===== src/rtl/rtg_pkg.sv =====
package rtg_pkg;
   localparam int FW  = 13;
   localparam int CBW = 6;
   localparam int DW  = 32;

   typedef enum logic [3:0] {
      A_CTRL   = 4'd0,
      A_POL    = 4'd1,
      A_BG     = 4'd2,
      A_BAR    = 4'd3,
      A_HTOT   = 4'd4,
      A_HACT   = 4'd5,
      A_VTOT   = 4'd6,
      A_VACT   = 4'd7,
      A_COMMIT = 4'd8
   } rtg_addr_e;

   typedef struct packed {
      logic           stby;
      logic           blk;
      logic           zro;
      logic [3:0]     fmt;
      logic [3:0]     pol;
      logic [CBW-1:0] bgr;
      logic [CBW-1:0] bgg;
      logic [CBW-1:0] bgb;
      logic           bar_en;
      logic           bar_mode;
      logic [FW-1:0]  hsw;
      logic [FW-1:0]  hper;
      logic [FW-1:0]  hst;
      logic [FW-1:0]  hend;
      logic [FW-1:0]  vsw;
      logic [FW-1:0]  vper;
      logic [FW-1:0]  vst;
      logic [FW-1:0]  vend;
   } rtg_cfg_t;

   localparam rtg_cfg_t CFG_RST = '{stby: 1'b1, default: '0};
endpackage


===== src/rtl/rtg_regs.sv =====
module rtg_regs
   import rtg_pkg::*;
#(
   parameter int PORT_ID = 0,
   parameter int AW      = 4
) (
   input  logic            clk,
   input  logic            rst_n,
   input  logic            wr_en,
   input  logic [AW-1:0]   wr_addr,
   input  logic [DW-1:0]   wr_data,
   input  logic            frame_wrap,
   output rtg_cfg_t        act_cfg,
   output logic            pend
);
   localparam int MASK_POS = PORT_ID + DW/2;
   localparam int HI_POS   = DW/2;

   rtg_cfg_t   shd;
   logic       hi_zero;
   logic [3:0] sel;
   logic       commit_hit;
   logic       load;
   logic       unused_wd;

   assign sel = wr_addr[3:0];

   generate
      if (AW > 4) begin : g_wide_addr
         assign hi_zero = (wr_addr[AW-1:4] == '0);
      end else begin : g_narrow_addr
         assign hi_zero = 1'b1;
      end
   endgenerate

   assign unused_wd  = ^wr_data;
   assign commit_hit = wr_en && hi_zero && (sel == A_COMMIT) &&
                       wr_data[PORT_ID] && wr_data[MASK_POS];
   assign load       = pend && (act_cfg.stby || frame_wrap);

   always_ff @(posedge clk or negedge rst_n) begin
      if (!rst_n) begin
         shd <= CFG_RST;
      end else if (wr_en && hi_zero) begin
         case (sel)
            A_CTRL: begin
               shd.stby <= wr_data[31];
               shd.blk  <= wr_data[27];
               shd.zro  <= wr_data[26];
               shd.fmt  <= wr_data[3:0];
            end
            A_POL: shd.pol <= wr_data[3:0];
            A_BG: begin
               shd.bgr <= wr_data[20 +: CBW];
               shd.bgg <= wr_data[10 +: CBW];
               shd.bgb <= wr_data[0 +: CBW];
            end
            A_BAR: begin
               shd.bar_en   <= wr_data[0];
               shd.bar_mode <= wr_data[1];
            end
            A_HTOT: begin
               shd.hsw  <= wr_data[0 +: FW];
               shd.hper <= wr_data[HI_POS +: FW];
            end
            A_HACT: begin
               shd.hend <= wr_data[0 +: FW];
               shd.hst  <= wr_data[HI_POS +: FW];
            end
            A_VTOT: begin
               shd.vsw  <= wr_data[0 +: FW];
               shd.vper <= wr_data[HI_POS +: FW];
            end
            A_VACT: begin
               shd.vend <= wr_data[0 +: FW];
               shd.vst  <= wr_data[HI_POS +: FW];
            end
            default: ;
         endcase
      end
   end

   always_ff @(posedge clk or negedge rst_n) begin
      if (!rst_n) begin
         act_cfg <= CFG_RST;
         pend    <= 1'b0;
      end else begin
         if (load) act_cfg <= shd;
         if (commit_hit)  pend <= 1'b1;
         else if (load)   pend <= 1'b0;
      end
   end
endmodule


===== src/rtl/rtg_counters.sv =====
module rtg_counters
   import rtg_pkg::*;
(
   input  logic          clk,
   input  logic          rst_n,
   input  rtg_cfg_t      act_cfg,
   output logic [FW-1:0] h_cnt,
   output logic [FW-1:0] v_cnt,
   output logic          frame_wrap
);
   localparam int FW1 = FW + 1;

   logic h_last;
   logic v_last;
   logic unused_cfg;

   assign unused_cfg = ^{act_cfg.blk, act_cfg.zro, act_cfg.fmt, act_cfg.pol,
                         act_cfg.bgr, act_cfg.bgg, act_cfg.bgb, act_cfg.bar_en,
                         act_cfg.bar_mode, act_cfg.hsw, act_cfg.hst, act_cfg.hend,
                         act_cfg.vsw, act_cfg.vst, act_cfg.vend};

   assign h_last     = ({1'b0, h_cnt} + FW1'(1)) >= {1'b0, act_cfg.hper};
   assign v_last     = ({1'b0, v_cnt} + FW1'(1)) >= {1'b0, act_cfg.vper};
   assign frame_wrap = !act_cfg.stby && h_last && v_last;

   always_ff @(posedge clk or negedge rst_n) begin
      if (!rst_n) begin
         h_cnt <= '0;
         v_cnt <= '0;
      end else if (act_cfg.stby) begin
         h_cnt <= '0;
         v_cnt <= '0;
      end else begin
         h_cnt <= h_last ? '0 : h_cnt + FW'(1);
         if (h_last) v_cnt <= v_last ? '0 : v_cnt + FW'(1);
      end
   end
endmodule


===== src/rtl/rtg_post.sv =====
module rtg_post
   import rtg_pkg::*;
#(
   parameter int CHW       = 10,
   parameter int BAR_SHIFT = 2
) (
   input  logic             clk,
   input  logic             rst_n,
   input  rtg_cfg_t         act_cfg,
   input  logic [FW-1:0]    h_cnt,
   input  logic [FW-1:0]    v_cnt,
   input  logic             pix_valid,
   input  logic [3*CHW-1:0] pix_in,
   output logic             pix_req,
   output logic             hsync_o,
   output logic             vsync_o,
   output logic             de_o,
   output logic             pclk_inv_o,
   output logic [3*CHW-1:0] pix_out
);
   localparam int PW = 3 * CHW;

   logic           hs_on, vs_on, h_act, v_act, de_on;
   logic [FW-1:0]  bar_off;
   logic [2:0]     bar_idx;
   logic [CBW-1:0] bg_arr [3];
   logic [PW-1:0]  pix_nxt;
   logic           unused_cfg;

   assign unused_cfg = ^{act_cfg.hper, act_cfg.vper, bar_off};

   assign hs_on   = h_cnt < act_cfg.hsw;
   assign vs_on   = v_cnt < act_cfg.vsw;
   assign h_act   = (h_cnt >= act_cfg.hst) && (h_cnt < act_cfg.hend);
   assign v_act   = (v_cnt >= act_cfg.vst) && (v_cnt < act_cfg.vend);
   assign de_on   = !act_cfg.stby && h_act && v_act;
   assign pix_req = de_on;

   assign bar_off = act_cfg.bar_mode ? (v_cnt - act_cfg.vst) : (h_cnt - act_cfg.hst);
   assign bar_idx = bar_off[BAR_SHIFT +: 3];

   assign bg_arr[0] = act_cfg.bgb;
   assign bg_arr[1] = act_cfg.bgg;
   assign bg_arr[2] = act_cfg.bgr;

   genvar gi;
   generate
      for (gi = 0; gi < 3; gi++) begin : g_ch
         logic [CHW-1:0] bar_v;
         logic [CHW-1:0] bg_v;
         logic [CHW-1:0] src_v;
         logic [CHW-1:0] fmt_v;

         assign bar_v = {CHW{bar_idx[2-gi]}};
         assign bg_v  = {bg_arr[gi], {(CHW-CBW){1'b0}}};

         always_comb begin
            if (act_cfg.blk || act_cfg.zro) src_v = '0;
            else if (act_cfg.bar_en)        src_v = bar_v;
            else if (!pix_valid)            src_v = bg_v;
            else                            src_v = pix_in[gi*CHW +: CHW];
         end

         assign fmt_v = (act_cfg.fmt == 4'hF) ? src_v : {src_v[CHW-1:2], 2'b00};
         assign pix_nxt[gi*CHW +: CHW] = de_on ? fmt_v : '0;
      end
   endgenerate

   always_ff @(posedge clk or negedge rst_n) begin
      if (!rst_n) begin
         hsync_o    <= 1'b1;
         vsync_o    <= 1'b1;
         de_o       <= 1'b0;
         pclk_inv_o <= 1'b0;
         pix_out    <= '0;
      end else begin
         pclk_inv_o <= act_cfg.pol[3];
         if (act_cfg.stby) begin
            hsync_o <= !act_cfg.pol[0];
            vsync_o <= !act_cfg.pol[1];
            de_o    <= act_cfg.pol[2];
            pix_out <= '0;
         end else if (act_cfg.zro) begin
            hsync_o <= 1'b0;
            vsync_o <= 1'b0;
            de_o    <= 1'b0;
            pix_out <= '0;
         end else begin
            hsync_o <= act_cfg.pol[0] ? hs_on : !hs_on;
            vsync_o <= act_cfg.pol[1] ? vs_on : !vs_on;
            de_o    <= act_cfg.pol[2] ? !de_on : de_on;
            pix_out <= pix_nxt;
         end
      end
   end
endmodule


===== src/rtl/raster_timing_gen.sv =====
module raster_timing_gen
   import rtg_pkg::*;
#(
   parameter int PORT_ID   = 0,
   parameter int AW        = 4,
   parameter int CHW       = 10,
   parameter int BAR_SHIFT = 2
) (
   input  logic             clk,
   input  logic             rst_n,
   input  logic             wr_en,
   input  logic [AW-1:0]    wr_addr,
   input  logic [31:0]      wr_data,
   input  logic             pix_valid,
   input  logic [3*CHW-1:0] pix_in,
   output logic             pix_req,
   output logic             hsync_o,
   output logic             vsync_o,
   output logic             de_o,
   output logic             pclk_inv_o,
   output logic [3*CHW-1:0] pix_out
);
   generate
      if (PORT_ID < 0 || PORT_ID > 3) begin : g_bad_port
         $error("PORT_ID must be in 0..3");
      end
      if (AW < 4) begin : g_bad_aw
         $error("AW must be at least 4");
      end
      if (CHW <= CBW) begin : g_bad_chw
         $error("CHW must exceed the background field width");
      end
      if (BAR_SHIFT + 3 > FW) begin : g_bad_shift
         $error("BAR_SHIFT too large for counter width");
      end
   endgenerate

   rtg_cfg_t      act_cfg;
   logic          commit_pend;
   logic [FW-1:0] h_cnt;
   logic [FW-1:0] v_cnt;
   logic          frame_wrap;

   rtg_regs #(.PORT_ID(PORT_ID), .AW(AW)) u_regs (
      .clk(clk), .rst_n(rst_n), .wr_en(wr_en), .wr_addr(wr_addr),
      .wr_data(wr_data), .frame_wrap(frame_wrap), .act_cfg(act_cfg),
      .pend(commit_pend)
   );

   rtg_counters u_cnt (
      .clk(clk), .rst_n(rst_n), .act_cfg(act_cfg),
      .h_cnt(h_cnt), .v_cnt(v_cnt), .frame_wrap(frame_wrap)
   );

   rtg_post #(.CHW(CHW), .BAR_SHIFT(BAR_SHIFT)) u_post (
      .clk(clk), .rst_n(rst_n), .act_cfg(act_cfg), .h_cnt(h_cnt),
      .v_cnt(v_cnt), .pix_valid(pix_valid), .pix_in(pix_in),
      .pix_req(pix_req), .hsync_o(hsync_o), .vsync_o(vsync_o),
      .de_o(de_o), .pclk_inv_o(pclk_inv_o), .pix_out(pix_out)
   );
endmodule


===== config.mk =====
export PLATFORM = sky130hd
export DESIGN_NAME = raster_timing_gen
export DESIGN_NICKNAME = d
export VERILOG_FILES = /design/src/rtl/rtg_pkg.sv /design/src/rtl/rtg_regs.sv /design/src/rtl/rtg_counters.sv /design/src/rtl/rtg_post.sv /design/src/rtl/raster_timing_gen.sv
export SDC_FILE = /design/constraint.sdc
export NUM_CORES = 1
export LEC_CHECK = 0
export ABC_AREA = 1
export BUFFER_PORTS_ARGS = -buffer_cell sky130_fd_sc_hd__clkbuf_2
export CAP_MARGIN = 20
export CORE_UTILIZATION = 55
export DETAILED_ROUTE_END_ITERATION = 10
export PLACE_DENSITY = 0.73
export SETUP_SLACK_MARGIN = 0.1
export SYNTH_ARGS = -nofsm -noshare
export SYNTH_HDL_FRONTEND = slang
export SYNTH_SLANG_ARGS = --single-unit

===== constraint.sdc =====
create_clock -name clk -period 8.9 [get_ports clk]
set_clock_uncertainty 0.05 [all_clocks]
set_input_delay 1.335 -clock clk [delete_from_list [all_inputs] [get_ports clk]]
set_output_delay 1.335 -clock clk [all_outputs]
set_load 0.1 [all_outputs]

==> metrics.md <==
| Metric | Value |
|---|---|
| Top Ports | 105 |
| Final setup fails | 0 |
| Netlist cell types | 35 |
| CTS buffer count | 36 |
| Util after Layout | 63.1% |
| Placement Rows | 62 |
| Die area | 0.0304 mm2 |
| Drt wl/cell | 16.9 um |
| Hpwl dp | 26500 um |
| Root Driver | clkbuf_16 |
| Die Wd | 174 um |
| Peak supply drop | 0.337 mV |
| Slew @ Worst Pin | 1.16 ns |
| Yosys synthesis warning count | 0 |
| Fin cells | 2434 |
| Syn Std Cell Area | approximately 0.016 mm2 |
| Relative slew slack | between 20% and 30% |
| Setup slack, reg-to-reg | 3.56 ns |
| H-tree Lvls | 2 |
| Filler Cells Inserted | about 2500 |
| Cts repair resizes | 0 |
| CP Capture Type | flip-flop |
| Synth Register Bits | between 300 and 400 |
| Ys async rst share | 100% |
| GRT Total Usage | approximately 28% |
| Hold WS | 0.356 ns |
| Cells after Synth | 1966 |
| Placed cells | 2368 |
| Compound-cell area share of the yosys netlist | 6.36% |
| Synth Area in Adders | 7.82% |
| Area growth syn-to-layout | 11.8% |
| Initial antenna violation count | 3 |
| Max Fclk | 187 MHz |
| Maximum clock insertion buffer count | 3 |
| Clk pin slew, worst setup/hold paths | 0.06 ns |
| DR DRC count | 0 |
| Final Max Tran Viols | 0 |
| Most frequent cells in the layout | 661 x nand2_1, 326 x dfrtp_1, 211 x inv_1 |
| Post-Synth XOR/XNOR Area | 0.858% |
| Largest family of logic cells by synthesized area | simple AND/OR/NAND/NOR gates |
| GR Overflow Total | 0 |
| Diodes inserted | 0 |
| Class of the worst hold path | flip-flop to flip-flop |
| Multi-input logic area | 0.00680 mm2 |
| Final setup margin | 3.56 ns |
| Power per cell area | 391 mW/mm2 |
| Initial core utilization | 56.4% |
| Hold Buf Count CTS | 0 |
| Max-cap violations | 0 |
| CP required | around 9.3 ns |
| Number of synthesized flops with an enable pin | 0 |
| Status | finished, final reports clean |
| Worst Setup Start Kind | flip-flop |
| FF/Latch Area | 0.00829 mm2 |
| Minimum clock period | 5.34 ns |
| Crit share post-route | around 60% |
| DR vias | 13500 |
| Post-synth top flop | dfrtp_1 |
| Fin nets | approximately 2200 |
| Leakage dissipation | a little under 10 nW |
| Setup TNS Final | 0 ns |
| Critical Path AT | 5.73 ns |
| Clock Latency Late Sink | 0.53 ns |
| Setup CP Type | flip-flop to flip-flop |
| DP Worst Slack | 3.64 ns |
| Final wirelength | roughly 41000 um |
| RSZ-0062 raised after global routing | no |
| CTS tree | yes |
| Syn_nets | 2138 |
| Detailed Route Iter0 Violations | 1096 |
| Most common cell after layout, fill and taps aside | nand2_1 |
| Detailed-router iteration count before antenna repair | 6 |
| Mux cell area share after synthesis | 0.337% |
| Die Y | 174 um |
| Gpl congestion | around 0.87 |
| Share of cells above drive strength 1 | a little under a tenth |
| Number of global-route vias before repair | 12900 |
| Port bufs | 102 |
| Sequential area share after synthesis | around half |
| Maximum fanout along the worst path | just over 60 |
| Syn Area/Cell | 8.30 um2 |
| Endpoints failing hold | 0 |
| Global-route wire length before repair | 67800 um |
| Largest net degree at the start of global routing | 137 |
| DR vias/cell | 5.53 |
| ANT nets after route | 0 |
| Core area | 0.0289 mm2 |
| Clk sinks | 331 |
| Post-synthesis simple-gate area fraction | 26.1% |
| Post-CTS setup buffers | 0 |
-- state kept, by name (all words and copies together) (netlist names) --
signal and flops:
u_post.pix_out 30, u_regs.shd 135, u_regs.act_cfg 135, u_post.pclk_inv_o 1, u_post.de_o 1, u_post.vsync_o 1, u_cnt.h_cnt 13, u_cnt.v_cnt 13
u_post.hsync_o 1, u_regs.pend 1
-- cells by family after synthesis --
| logic type | Yosys count |
|---|---|
| simple gates | 996 |
| fa+ha+maj | 102 |
| compound gates | 204 |
| flops | 331 |
| xor+xnor | 16 |
| buf+inv | 312 |
| mux | 5 |
-- layer usage --
metal	GRT usage, %	share of wire (%)	vias up
met4	11.6	4.1	4
met1	40.4	45	6400
met5	0	0.063	-
met3	4.59	7.2	101
met2	42.9	43	471
li1	-	-	6496
-- synthesized netlist by cell type, types with 6 or more instances --
master	number	area share, %
nand3b_1	7	0.32
nand3_1	58	1.8
xor2_1	13	0.70
inv_1	211	4.9
clkbuf_1	47	1.1
buf_2	37	1.1
dfrtp_1	327	50
nand2_1	662	15
nand4_1	148	5.7
o21ai_0	147	4.5
nor3_1	17	0.52
a21oi_1	50	1.5
buf_1	6	0.14
ha_1	102	7.8
nor2_1	95	2.2
buf_6	6	0.41
-- worst paths after layout --
path                                startpoint                 end  cells past startpoint
max                             u_cnt.h_cnt[2]  u_regs.act_cfg[57]                     20
min                        u_regs.act_cfg[127]   u_post.pclk_inv_o                      0
max reg2reg                     u_cnt.h_cnt[2]  u_regs.act_cfg[57]                     20
min reg2reg                u_regs.act_cfg[127]   u_post.pclk_inv_o                      0
max in group asynchronous                rst_n  u_regs.act_cfg[57]                      2
min in group asynchronous                rst_n   u_regs.act_cfg[1]                      1
-- critical path, stage by stage (launching register included) --
cell      delay (ns)
dfrtp_1         0.50
nand3_1         0.18
nor3_2          0.32
inv_1           0.12
nor2_1          0.13
nand2_1         0.10
nor2_1          0.14
xor2_1          0.20
inv_1           0.07
ha_1            0.29
nand2_1         0.10
nor3_1          0.06
nand2_1         0.07
nand3b_1        0.08
nor2_1          0.40
nand3_4         0.74
nand3_4         0.54
buf_4           0.63
buf_12          0.32
nand2_1         0.09
nand2_1         0.06
-- cell type report --
cell class	instances	area share [%]
repair buffers	114	3.48
inverters	216	4.44
flip-flops and latches	331	45.4
clock buffers	51	5.86
well taps	384	2.63
multi-input cells	1323	37.2
clock inverters	15	0.946
-- through the flow --
step	total power [mW]	area (um2)
after floorplan	4.73	16300
after global placement	5.49	17000
after detailed placement	5.56	17000
after CTS	7.12	18300
after global routing	7.62	18300
final	7.13	18300
-- power breakdown --
group | leakage (nW) | total [mW] | switching [mW] | internal, mW
clock network | 0.607 | 1.54 | 0.614 | 0.930
registers | 4.39 | 2.18 | 0.257 | 1.92
logic | 4.85 | 3.41 | 2.68 | 0.728
No activity file was read; power rests on OpenSTA's default activity.
